### config.mk
export PLATFORM = sky130hd
export DESIGN_NAME = tmr_periph
export DESIGN_NICKNAME = d
export VERILOG_FILES = /design/src/rtl/tmr_pkg.sv /design/src/rtl/tmr_tick_gen.sv /design/src/rtl/tmr_down.sv /design/src/rtl/tmr_secs.sv /design/src/rtl/tmr_periph.sv
export SDC_FILE = /design/constraint.sdc
export NUM_CORES = 1
export LEC_CHECK = 0
export BUFFER_PORTS_ARGS = -buffer_cell sky130_fd_sc_hd__buf_2
export CAP_MARGIN = 10
export CORE_MARGIN = 2
export CORE_UTILIZATION = 40
export CTS_CLUSTER_DIAMETER = 30
export DETAILED_ROUTE_END_ITERATION = 7
export PLACE_DENSITY = 0.68
export RECOVER_POWER = 50
export SLEW_MARGIN = 25
export SYNTH_ARGS = -nofsm -noshare
export SYNTH_HDL_FRONTEND = slang
export SYNTH_SLANG_ARGS = --single-unit
### constraint.sdc
create_clock -name clk_i -period 4.3 [get_ports clk_i]
set_clock_uncertainty 0.05 [all_clocks]
set_input_delay 0.43 -clock clk_i [delete_from_list [all_inputs] [get_ports clk_i]]
set_output_delay 0.43 -clock clk_i [all_outputs]
set_load 0.01 [all_outputs]
### src/rtl/tmr_pkg.sv
package tmr_pkg;
   localparam int unsigned REG_W = 32;

   localparam int unsigned OFS_CFG    = 'h00;
   localparam int unsigned OFS_MODE   = 'h04;
   localparam int unsigned OFS_CTRL   = 'h0C;
   localparam int unsigned OFS_MASK   = 'h18;
   localparam int unsigned OFS_RAW    = 'h1C;
   localparam int unsigned OFS_MSK_ST = 'h20;
   localparam int unsigned OFS_CLR    = 'h24;
   localparam int unsigned OFS_LOAD   = 'h28;
   localparam int unsigned OFS_MATCH  = 'h30;
   localparam int unsigned OFS_VALUE  = 'h48;
   localparam int unsigned OFS_TOP    = OFS_VALUE;

   localparam logic [REG_W-1:0] CFG_DOWN = 32'd0;
   localparam logic [REG_W-1:0] CFG_SECS = 32'd1;

   localparam int unsigned CTRL_EN_BIT      = 0;
   localparam int unsigned CTRL_TRIG_BIT    = 5;
   localparam int unsigned MODE_ONESHOT_BIT = 0;
   localparam int unsigned STAT_DOWN_BIT    = 0;
   localparam int unsigned STAT_SECS_BIT    = 3;

   localparam logic [REG_W-1:0] MASK_KEEP = 32'h0000_0077;

   typedef enum logic [3:0] {
      SEL_CFG, SEL_MODE, SEL_CTRL, SEL_MASK, SEL_RAW, SEL_MSK_ST,
      SEL_CLR, SEL_LOAD, SEL_MATCH, SEL_VALUE, SEL_NONE
   } reg_sel_e;
endpackage

### src/rtl/tmr_tick_gen.sv
module tmr_tick_gen #(
   parameter int unsigned TICK_DIV = 50_000_000
) (
   input  logic clk_i,
   input  logic rst_ni,
   input  logic run_i,
   input  logic restart_i,
   output logic tick_o
);
   localparam int unsigned CW = (TICK_DIV > 1) ? $clog2(TICK_DIV) : 1;

   if (TICK_DIV < 1) begin : g_bad_div
      $error("tmr_tick_gen: TICK_DIV must be at least 1");
   end

   if (TICK_DIV == 1) begin : g_direct
      assign tick_o = run_i && !restart_i;
   end else begin : g_divide
      localparam logic [CW-1:0] TERM = CW'(TICK_DIV - 1);
      logic [CW-1:0] pre_q;

      always_ff @(posedge clk_i or negedge rst_ni) begin
         if (!rst_ni) begin
            pre_q <= '0;
         end else if (restart_i) begin
            pre_q <= '0;
         end else if (run_i) begin
            if (pre_q == TERM) pre_q <= '0;
            else               pre_q <= pre_q + 1'b1;
         end
      end

      assign tick_o = run_i && !restart_i && (pre_q == TERM);

      AST_PRE_IN_RANGE: assert property (@(posedge clk_i) disable iff (!rst_ni)
         pre_q <= TERM);
   end
endmodule

### src/rtl/tmr_down.sv
module tmr_down #(
   parameter int unsigned CNT_W = 32
) (
   input  logic             clk_i,
   input  logic             rst_ni,
   input  logic             start_i,
   input  logic             run_i,
   input  logic [CNT_W-1:0] load_i,
   output logic             expire_o
);
   if (CNT_W < 2) begin : g_bad_w
      $error("tmr_down: CNT_W must be at least 2");
   end

   logic [CNT_W-1:0] cnt_q;

   always_ff @(posedge clk_i or negedge rst_ni) begin
      if (!rst_ni) begin
         cnt_q <= '0;
      end else if (start_i) begin
         cnt_q <= load_i;
      end else if (run_i) begin
         if (cnt_q == '0) cnt_q <= load_i;
         else             cnt_q <= cnt_q - 1'b1;
      end
   end

   assign expire_o = run_i && !start_i && (cnt_q == '0);

   AST_NO_EARLY_EXPIRE: assert property (@(posedge clk_i) disable iff (!rst_ni)
      run_i && !start_i && (cnt_q > CNT_W'(1)) |=> !expire_o);
endmodule

### src/rtl/tmr_secs.sv
module tmr_secs #(
   parameter int unsigned CNT_W = 32
) (
   input  logic             clk_i,
   input  logic             rst_ni,
   input  logic             tick_i,
   input  logic [CNT_W-1:0] match_i,
   output logic [CNT_W-1:0] count_o,
   output logic             zero_hit_o
);
   logic [CNT_W-1:0] count_q;
   logic [CNT_W-1:0] inc;
   logic [CNT_W-1:0] nxt;

   always_comb begin
      inc = count_q + 1'b1;
      nxt = (inc > match_i) ? '0 : inc;
   end

   always_ff @(posedge clk_i or negedge rst_ni) begin
      if (!rst_ni)     count_q <= '0;
      else if (tick_i) count_q <= nxt;
   end

   assign count_o    = count_q;
   assign zero_hit_o = tick_i && (nxt == '0);

   AST_SEC_WRAP: assert property (@(posedge clk_i) disable iff (!rst_ni)
      tick_i && (count_q >= match_i) |=> count_q == '0);
   AST_SEC_HOLD: assert property (@(posedge clk_i) disable iff (!rst_ni)
      !tick_i |=> $stable(count_q));
endmodule

### src/rtl/tmr_periph.sv
module tmr_periph
   import tmr_pkg::*;
#(
   parameter int unsigned ADDR_W   = 12,
   parameter int unsigned TICK_DIV = 50_000_000
) (
   input  logic              clk_i,
   input  logic              rst_ni,
   input  logic [ADDR_W-1:0] bus_addr_i,
   input  logic              bus_we_i,
   input  logic [REG_W-1:0]  bus_wdata_i,
   output logic [REG_W-1:0]  bus_rdata_o,
   output logic              irq_o,
   output logic              trig_o
);
   if (ADDR_W < $clog2(OFS_TOP + 1)) begin : g_bad_addr
      $error("tmr_periph: ADDR_W too narrow for the register map");
   end

   reg_sel_e sel;
   logic [REG_W-1:0] cfg_q, mode_q, ctrl_q, mask_q, raw_q, load_q, match_q;
   logic [REG_W-1:0] sec_count, masked;
   logic wr_cfg, wr_mode, wr_ctrl, wr_mask, wr_clr, wr_load, wr_match;
   logic en_rise, dn_run, dn_expire, sec_run, sec_tick, sec_zero;
   logic trig_q;

   // address decode
   always_comb begin
      case (bus_addr_i)
         ADDR_W'(OFS_CFG):    sel = SEL_CFG;
         ADDR_W'(OFS_MODE):   sel = SEL_MODE;
         ADDR_W'(OFS_CTRL):   sel = SEL_CTRL;
         ADDR_W'(OFS_MASK):   sel = SEL_MASK;
         ADDR_W'(OFS_RAW):    sel = SEL_RAW;
         ADDR_W'(OFS_MSK_ST): sel = SEL_MSK_ST;
         ADDR_W'(OFS_CLR):    sel = SEL_CLR;
         ADDR_W'(OFS_LOAD):   sel = SEL_LOAD;
         ADDR_W'(OFS_MATCH):  sel = SEL_MATCH;
         ADDR_W'(OFS_VALUE):  sel = SEL_VALUE;
         default:             sel = SEL_NONE;
      endcase
   end

   assign wr_cfg   = bus_we_i && (sel == SEL_CFG);
   assign wr_mode  = bus_we_i && (sel == SEL_MODE);
   assign wr_ctrl  = bus_we_i && (sel == SEL_CTRL);
   assign wr_mask  = bus_we_i && (sel == SEL_MASK);
   assign wr_clr   = bus_we_i && (sel == SEL_CLR);
   assign wr_load  = bus_we_i && (sel == SEL_LOAD);
   assign wr_match = bus_we_i && (sel == SEL_MATCH);

   assign en_rise = wr_ctrl && bus_wdata_i[CTRL_EN_BIT] && !ctrl_q[CTRL_EN_BIT];
   assign dn_run  = ctrl_q[CTRL_EN_BIT] && (cfg_q == CFG_DOWN);
   assign sec_run = ctrl_q[CTRL_EN_BIT] && (cfg_q == CFG_SECS);

   // plain configuration registers
   always_ff @(posedge clk_i or negedge rst_ni) begin
      if (!rst_ni) begin
         cfg_q   <= '0;
         mode_q  <= '0;
         mask_q  <= '0;
         load_q  <= '0;
         match_q <= '0;
      end else begin
         if (wr_cfg)   cfg_q   <= bus_wdata_i;
         if (wr_mode)  mode_q  <= bus_wdata_i;
         if (wr_mask)  mask_q  <= bus_wdata_i & MASK_KEEP;
         if (wr_load)  load_q  <= bus_wdata_i;
         if (wr_match) match_q <= bus_wdata_i;
      end
   end

   // control: a bus write wins over the one-shot self-clear
   always_ff @(posedge clk_i or negedge rst_ni) begin
      if (!rst_ni) begin
         ctrl_q <= '0;
      end else if (wr_ctrl) begin
         ctrl_q <= bus_wdata_i;
      end else if (dn_expire && mode_q[MODE_ONESHOT_BIT]) begin
         ctrl_q[CTRL_EN_BIT] <= 1'b0;
      end
   end

   // raw status: events set, write-one clears, set wins on collision
   always_ff @(posedge clk_i or negedge rst_ni) begin
      if (!rst_ni) begin
         raw_q <= '0;
      end else begin
         raw_q <= (raw_q & ~(wr_clr ? bus_wdata_i : '0))
                | (REG_W'(dn_expire) << STAT_DOWN_BIT)
                | (REG_W'(sec_zero)  << STAT_SECS_BIT);
      end
   end

   always_ff @(posedge clk_i or negedge rst_ni) begin
      if (!rst_ni) trig_q <= 1'b0;
      else         trig_q <= dn_expire && ctrl_q[CTRL_TRIG_BIT];
   end

   tmr_down #(.CNT_W(REG_W)) u_down (
      .clk_i    (clk_i),
      .rst_ni   (rst_ni),
      .start_i  (en_rise),
      .run_i    (dn_run),
      .load_i   (load_q),
      .expire_o (dn_expire)
   );

   tmr_tick_gen #(.TICK_DIV(TICK_DIV)) u_tick (
      .clk_i     (clk_i),
      .rst_ni    (rst_ni),
      .run_i     (sec_run),
      .restart_i (en_rise),
      .tick_o    (sec_tick)
   );

   tmr_secs #(.CNT_W(REG_W)) u_secs (
      .clk_i      (clk_i),
      .rst_ni     (rst_ni),
      .tick_i     (sec_tick),
      .match_i    (match_q),
      .count_o    (sec_count),
      .zero_hit_o (sec_zero)
   );

   assign masked = raw_q & mask_q;

   always_comb begin
      case (sel)
         SEL_CFG:    bus_rdata_o = cfg_q;
         SEL_MODE:   bus_rdata_o = mode_q;
         SEL_CTRL:   bus_rdata_o = ctrl_q;
         SEL_MASK:   bus_rdata_o = mask_q;
         SEL_RAW:    bus_rdata_o = raw_q;
         SEL_MSK_ST: bus_rdata_o = masked;
         SEL_LOAD:   bus_rdata_o = load_q;
         SEL_MATCH:  bus_rdata_o = match_q;
         SEL_VALUE:  bus_rdata_o = (cfg_q == CFG_SECS) ? sec_count : '0;
         default:    bus_rdata_o = '0;
      endcase
   end

   assign irq_o  = |masked;
   assign trig_o = trig_q;

   AST_ONESHOT_STOP: assert property (@(posedge clk_i) disable iff (!rst_ni)
      dn_expire && mode_q[MODE_ONESHOT_BIT] && !wr_ctrl |=> !ctrl_q[CTRL_EN_BIT]);
   AST_TRIG_WITH_STATUS: assert property (@(posedge clk_i) disable iff (!rst_ni)
      trig_o |-> raw_q[STAT_DOWN_BIT]);
   AST_IRQ_NEEDS_MASK: assert property (@(posedge clk_i) disable iff (!rst_ni)
      (mask_q == '0) |-> !irq_o);
   AST_SECS_NO_IRQ: assert property (@(posedge clk_i) disable iff (!rst_ni)
      $rose(raw_q[STAT_SECS_BIT]) && !raw_q[STAT_DOWN_BIT] |-> !irq_o);
   AST_CLR_READS_ZERO: assert property (@(posedge clk_i) disable iff (!rst_ni)
      (sel == SEL_CLR) |-> bus_rdata_o == '0);
   AST_STOPPED_NO_EXPIRE: assert property (@(posedge clk_i) disable iff (!rst_ni)
      wr_ctrl && !bus_wdata_i[CTRL_EN_BIT] |=> !dn_expire);
endmodule

==> metrics.md <==
| Metric | Value |
|---|---|
| Status | finished with violations |
| Failing checks | capacitance limit, slew limit |
| FFs w/ async S/R, synth | 100% |
| Critical path launch point type | register |
| Clock Tree Buf Depth | 3 |
| Setup CP Type | register to primary output |
| Buffers on Ports | 80 |
| Final Hold Viols | 0 |
| CTS clk-pin slew, worst paths | 50 ps |
| GPL Wtd Cong | 0.951 |
| Routed Antenna Nets | 0 |
| R2R depth | 13 |
| CP cell instances | nor4_1, nand4_1, nor2_1, and4_1, buf_12, a222oi_1, nand4_1, buf_2 |
| Hold Path Class | input pin to register |
| Top cell type's share of synthesized area | 46.3% |
| Largest family of logic cells by synthesized area | simple AND/OR/NAND/NOR gates |
| Final setup TNS | 0 ps |
| Total gr overflow | 0 |
| Vias in the first global route | 13,200 |
| Die Ht | 202 µm |
| Synthesized area per cell | 10.4 µm² |
| Max FO, Critical Path | 32 |
| DP Area | 16,900 µm² |
| Final min period | 4050 ps |
| Starting density of the core | between 40% and 50% |
| FMAX | 247 MHz |
| Via count | 13,300 |
| CP peak stage delay | 580 ps |
| # clock sinks | 289 |
| DPL Wire Length | 33.2 mm |
| Wire per inst | 22.4 µm |
| Cell total after placement | 2,073 |
| Power per cell area | 445 nW/µm² |
| Ys Warns | 0 |
| Die ar. | 40,700 µm² |
| Layout cells sized above 1 | 28.5% |
| Simple-gate area share of the yosys netlist | 15.5% |
| Num CTS Buffers | 73 |
| Leak pwr | 0.00923 µW |
| Final cell count without fillers | 2,208 |
| Global-route wire length before repair | 77.7 mm |
| Antenna Cells | 0 |
| Gr usage total | roughly a quarter |
| Post-Syn Area | 15,600 µm² |
| Synth top area cells | dfrtp_1 46%, mux2_2 13%, a222oi_1 3.8% |
| CTS root buf | clkbuf_16 |
| Core area | between 30,000 and 40,000 µm² |
| Layout area overhead | 24.6% |
| CP dominant cell by count | nand4_1 |
| Compound-Gate Fraction of Synth Area | 15.4% |
| Nets | 1,714 |
| Critical Path RT | 3820 ps |
| Worst R2R Start | u_secs.count_o[9] |
| Flops & latches, synth | 289 |
| Top FF cell, synth | dfrtp_1 |
| DRT iter0 DRCs | between 1,000 and 1,500 |
| Final setup margin | 247 ps |
| Post-synthesis sequential area ratio | 46.3% |
| Fill cell count | 3,416 |
| Worst-Margin Slew | 3190 ps |
| DR pass1 iterations | 8 |
| Worst slack, placed | about 200 ps |
| Synth Area in Adders | 2.88% |
| CTS tree | yes |
| Worst r2r dst | u_secs.count_o[21] |
| Critical Path End | bus_rdata_o[1] |
| Synth area leader | dfrtp_1 |
| Hold_ws | between 60 and 70 ps |
| Xor and xnor area share after synthesis | 2.47% |
| Initial antenna violation count | 1 |
| R2r setup slk | 250 ps |
| VDD IR-drop max | about 0.36 mV |
| Final WL | 49.4 mm |
| Slew HR | -112% |
| Largest net degree at the start of global routing | ~130 |
| Synth Instances | 1,497 |
| Max-slew violations | 98 |
| Syn nets | ~1,600 |
| Period utilisation layout | between 90% and 100% |
| Critical Path AT | 3570 ps |
| Critical Path Source | cfg_q[9] |
| Setup violators final | 0 |
| Post-synthesis mux area share | 13.5% |
| Slowest CP cell | nor4_1 |
| Max Cap Viol | 2 |
| Crit. End Element | primary output |
| Row count | 72 |
| Post-route design area | between 15,000 and 20,000 µm² |
| Post-synth EDFFs | 0 |
| Synth unique cells | 83 |
| Vias per cell | just over 6 |
| IO Count | a little over 80 |
| DRC | 0 |
| Chip width | 202 µm |
| Worst skew pair latency | 590 ps |
| H-tree levels | 3 |
layer usage:
| metal | vias to the layer above | share of wire (%) | wire length [µm] | track usage (%) |
|---|---|---|---|---|
| met5 | - | 0.022 | 11 | 0 |
| met2 | 563 | 45 | 22000 | 37.4 |
| li1 | 5930 | - | - | - |
| met3 | 93 | 8.1 | 4020 | 5.69 |
| met4 | 2 | 2.6 | 1290 | 8.17 |
| met1 | 6734 | 45 | 22100 | 34.4 |
placed cells by master, fill, tap and decap left out, drive strengths merged, types with 12 or more instances in the layout:
cell type / count
a21boi: 31
a21oi: 47
a222oi: 60
a22oi: 20
and3: 13
buf: 149
clkbuf: 100
clkinv: 13
dfrtp: 289
ha: 36
inv: 63
mux2: 188
nand2: 149
nand3: 56
nand4: 43
nor2: 71
nor3: 36
nor4: 30
o21ai: 62
or3: 12
or4: 16
xnor2: 19
xor2: 25
stage by stage:
stage | total power (µW) | util [%]
floorplan | 2910 | -
global placement | 3060 | 43.8
detailed placement | 3070 | 43.8
CTS | 8730 | 50.4
global route | 8890 | 50.4
finish | 8670 | 50.4
registers in the layout, summed over array words and instances (netlist names):
name / cells
u_down.cnt_q: 32
u_secs.count_o: 32
mode_q: 32
mask_q: 6
ctrl_q: 32
u_tick.g_divide.pre_q: 26
trig_o: 1
load_q: 32
cfg_q: 32
raw_q: 32
match_q: 32
worst min-delay path by stage:
stage | from | cells past startpoint | endpoint | slack (ps)
CTS | bus_wdata_i[13] | 2 | raw_q[13] | 40
global placement | rst_ni | 1 | load_q[28] | 370
finish | bus_wdata_i[13] | 2 | raw_q[13] | 70
detailed placement | rst_ni | 1 | raw_q[29] | 380
floorplan | rst_ni | 0 | cfg_q[0] | 80
global route | bus_wdata_i[13] | 2 | raw_q[13] | 70
cell usage after synthesis (30+ instances only):
master / instances
o21ai_0: 50
clkbuf_1: 64
ha_1: 36
nor3_1: 35
dfrtp_1: 289
nand2_1: 149
nor2_1: 70
nand3_1: 55
a222oi_1: 60
a21boi_0: 30
nand4_1: 40
mux2_2: 175
inv_1: 55
a21oi_1: 47
worst max-delay path, delay by kind of cell (launching register included):
kind                   cells  cell delay [ps]
AOI/OAI and AO/OA          1              170
buffers and inverters      2              400
DFF                        1              440
and+or+nand+nor            5             1940
power by group:
part / total (µW) / internal [µW] / switching, µW / leakage, µW
clock: 5640 / 3890 / 1750 / 0.00123
combinational: 263 / 82.8 / 180 / 0.00406
sequential: 2770 / 2750 / 21.3 / 0.00395
total: 8670 / 6720 / 1950 / 0.00923
area by class of cell:
type                    count  area [µm²]  area share, %
repair buffers            153         995           5.11
inverters                  56         210           1.08
clock inverters            36         490           2.52
flip-flops and latches    289        7230           37.1
well taps                 518         648           3.33
multi-input cells        1058        7850           40.3
clock buffers              98        2050           10.5
cells by family (layout without fill, tap and decap cells):
kind of cell             after synthesis  after routing
flip-flops                           289            289
AND/OR/NAND/NOR                      467            467
adder cells (fa/ha/maj)               36             36
multiplexers                         188            188
AO/OA/AOI/OAI                        323            323
buffers and inverters                150            343
XOR/XNOR                              44             44
repair_timing:
action / 4_1_cts / 5_1_grt
buffers inserted: 0 / 0
hold buffers: 1 / 0
gates resized for setup: 0 / 6
hold endpoints to repair: 64 / 0
endpoints found under the setup margin: 0 / 15
No activity file was read; power rests on OpenSTA's default activity.
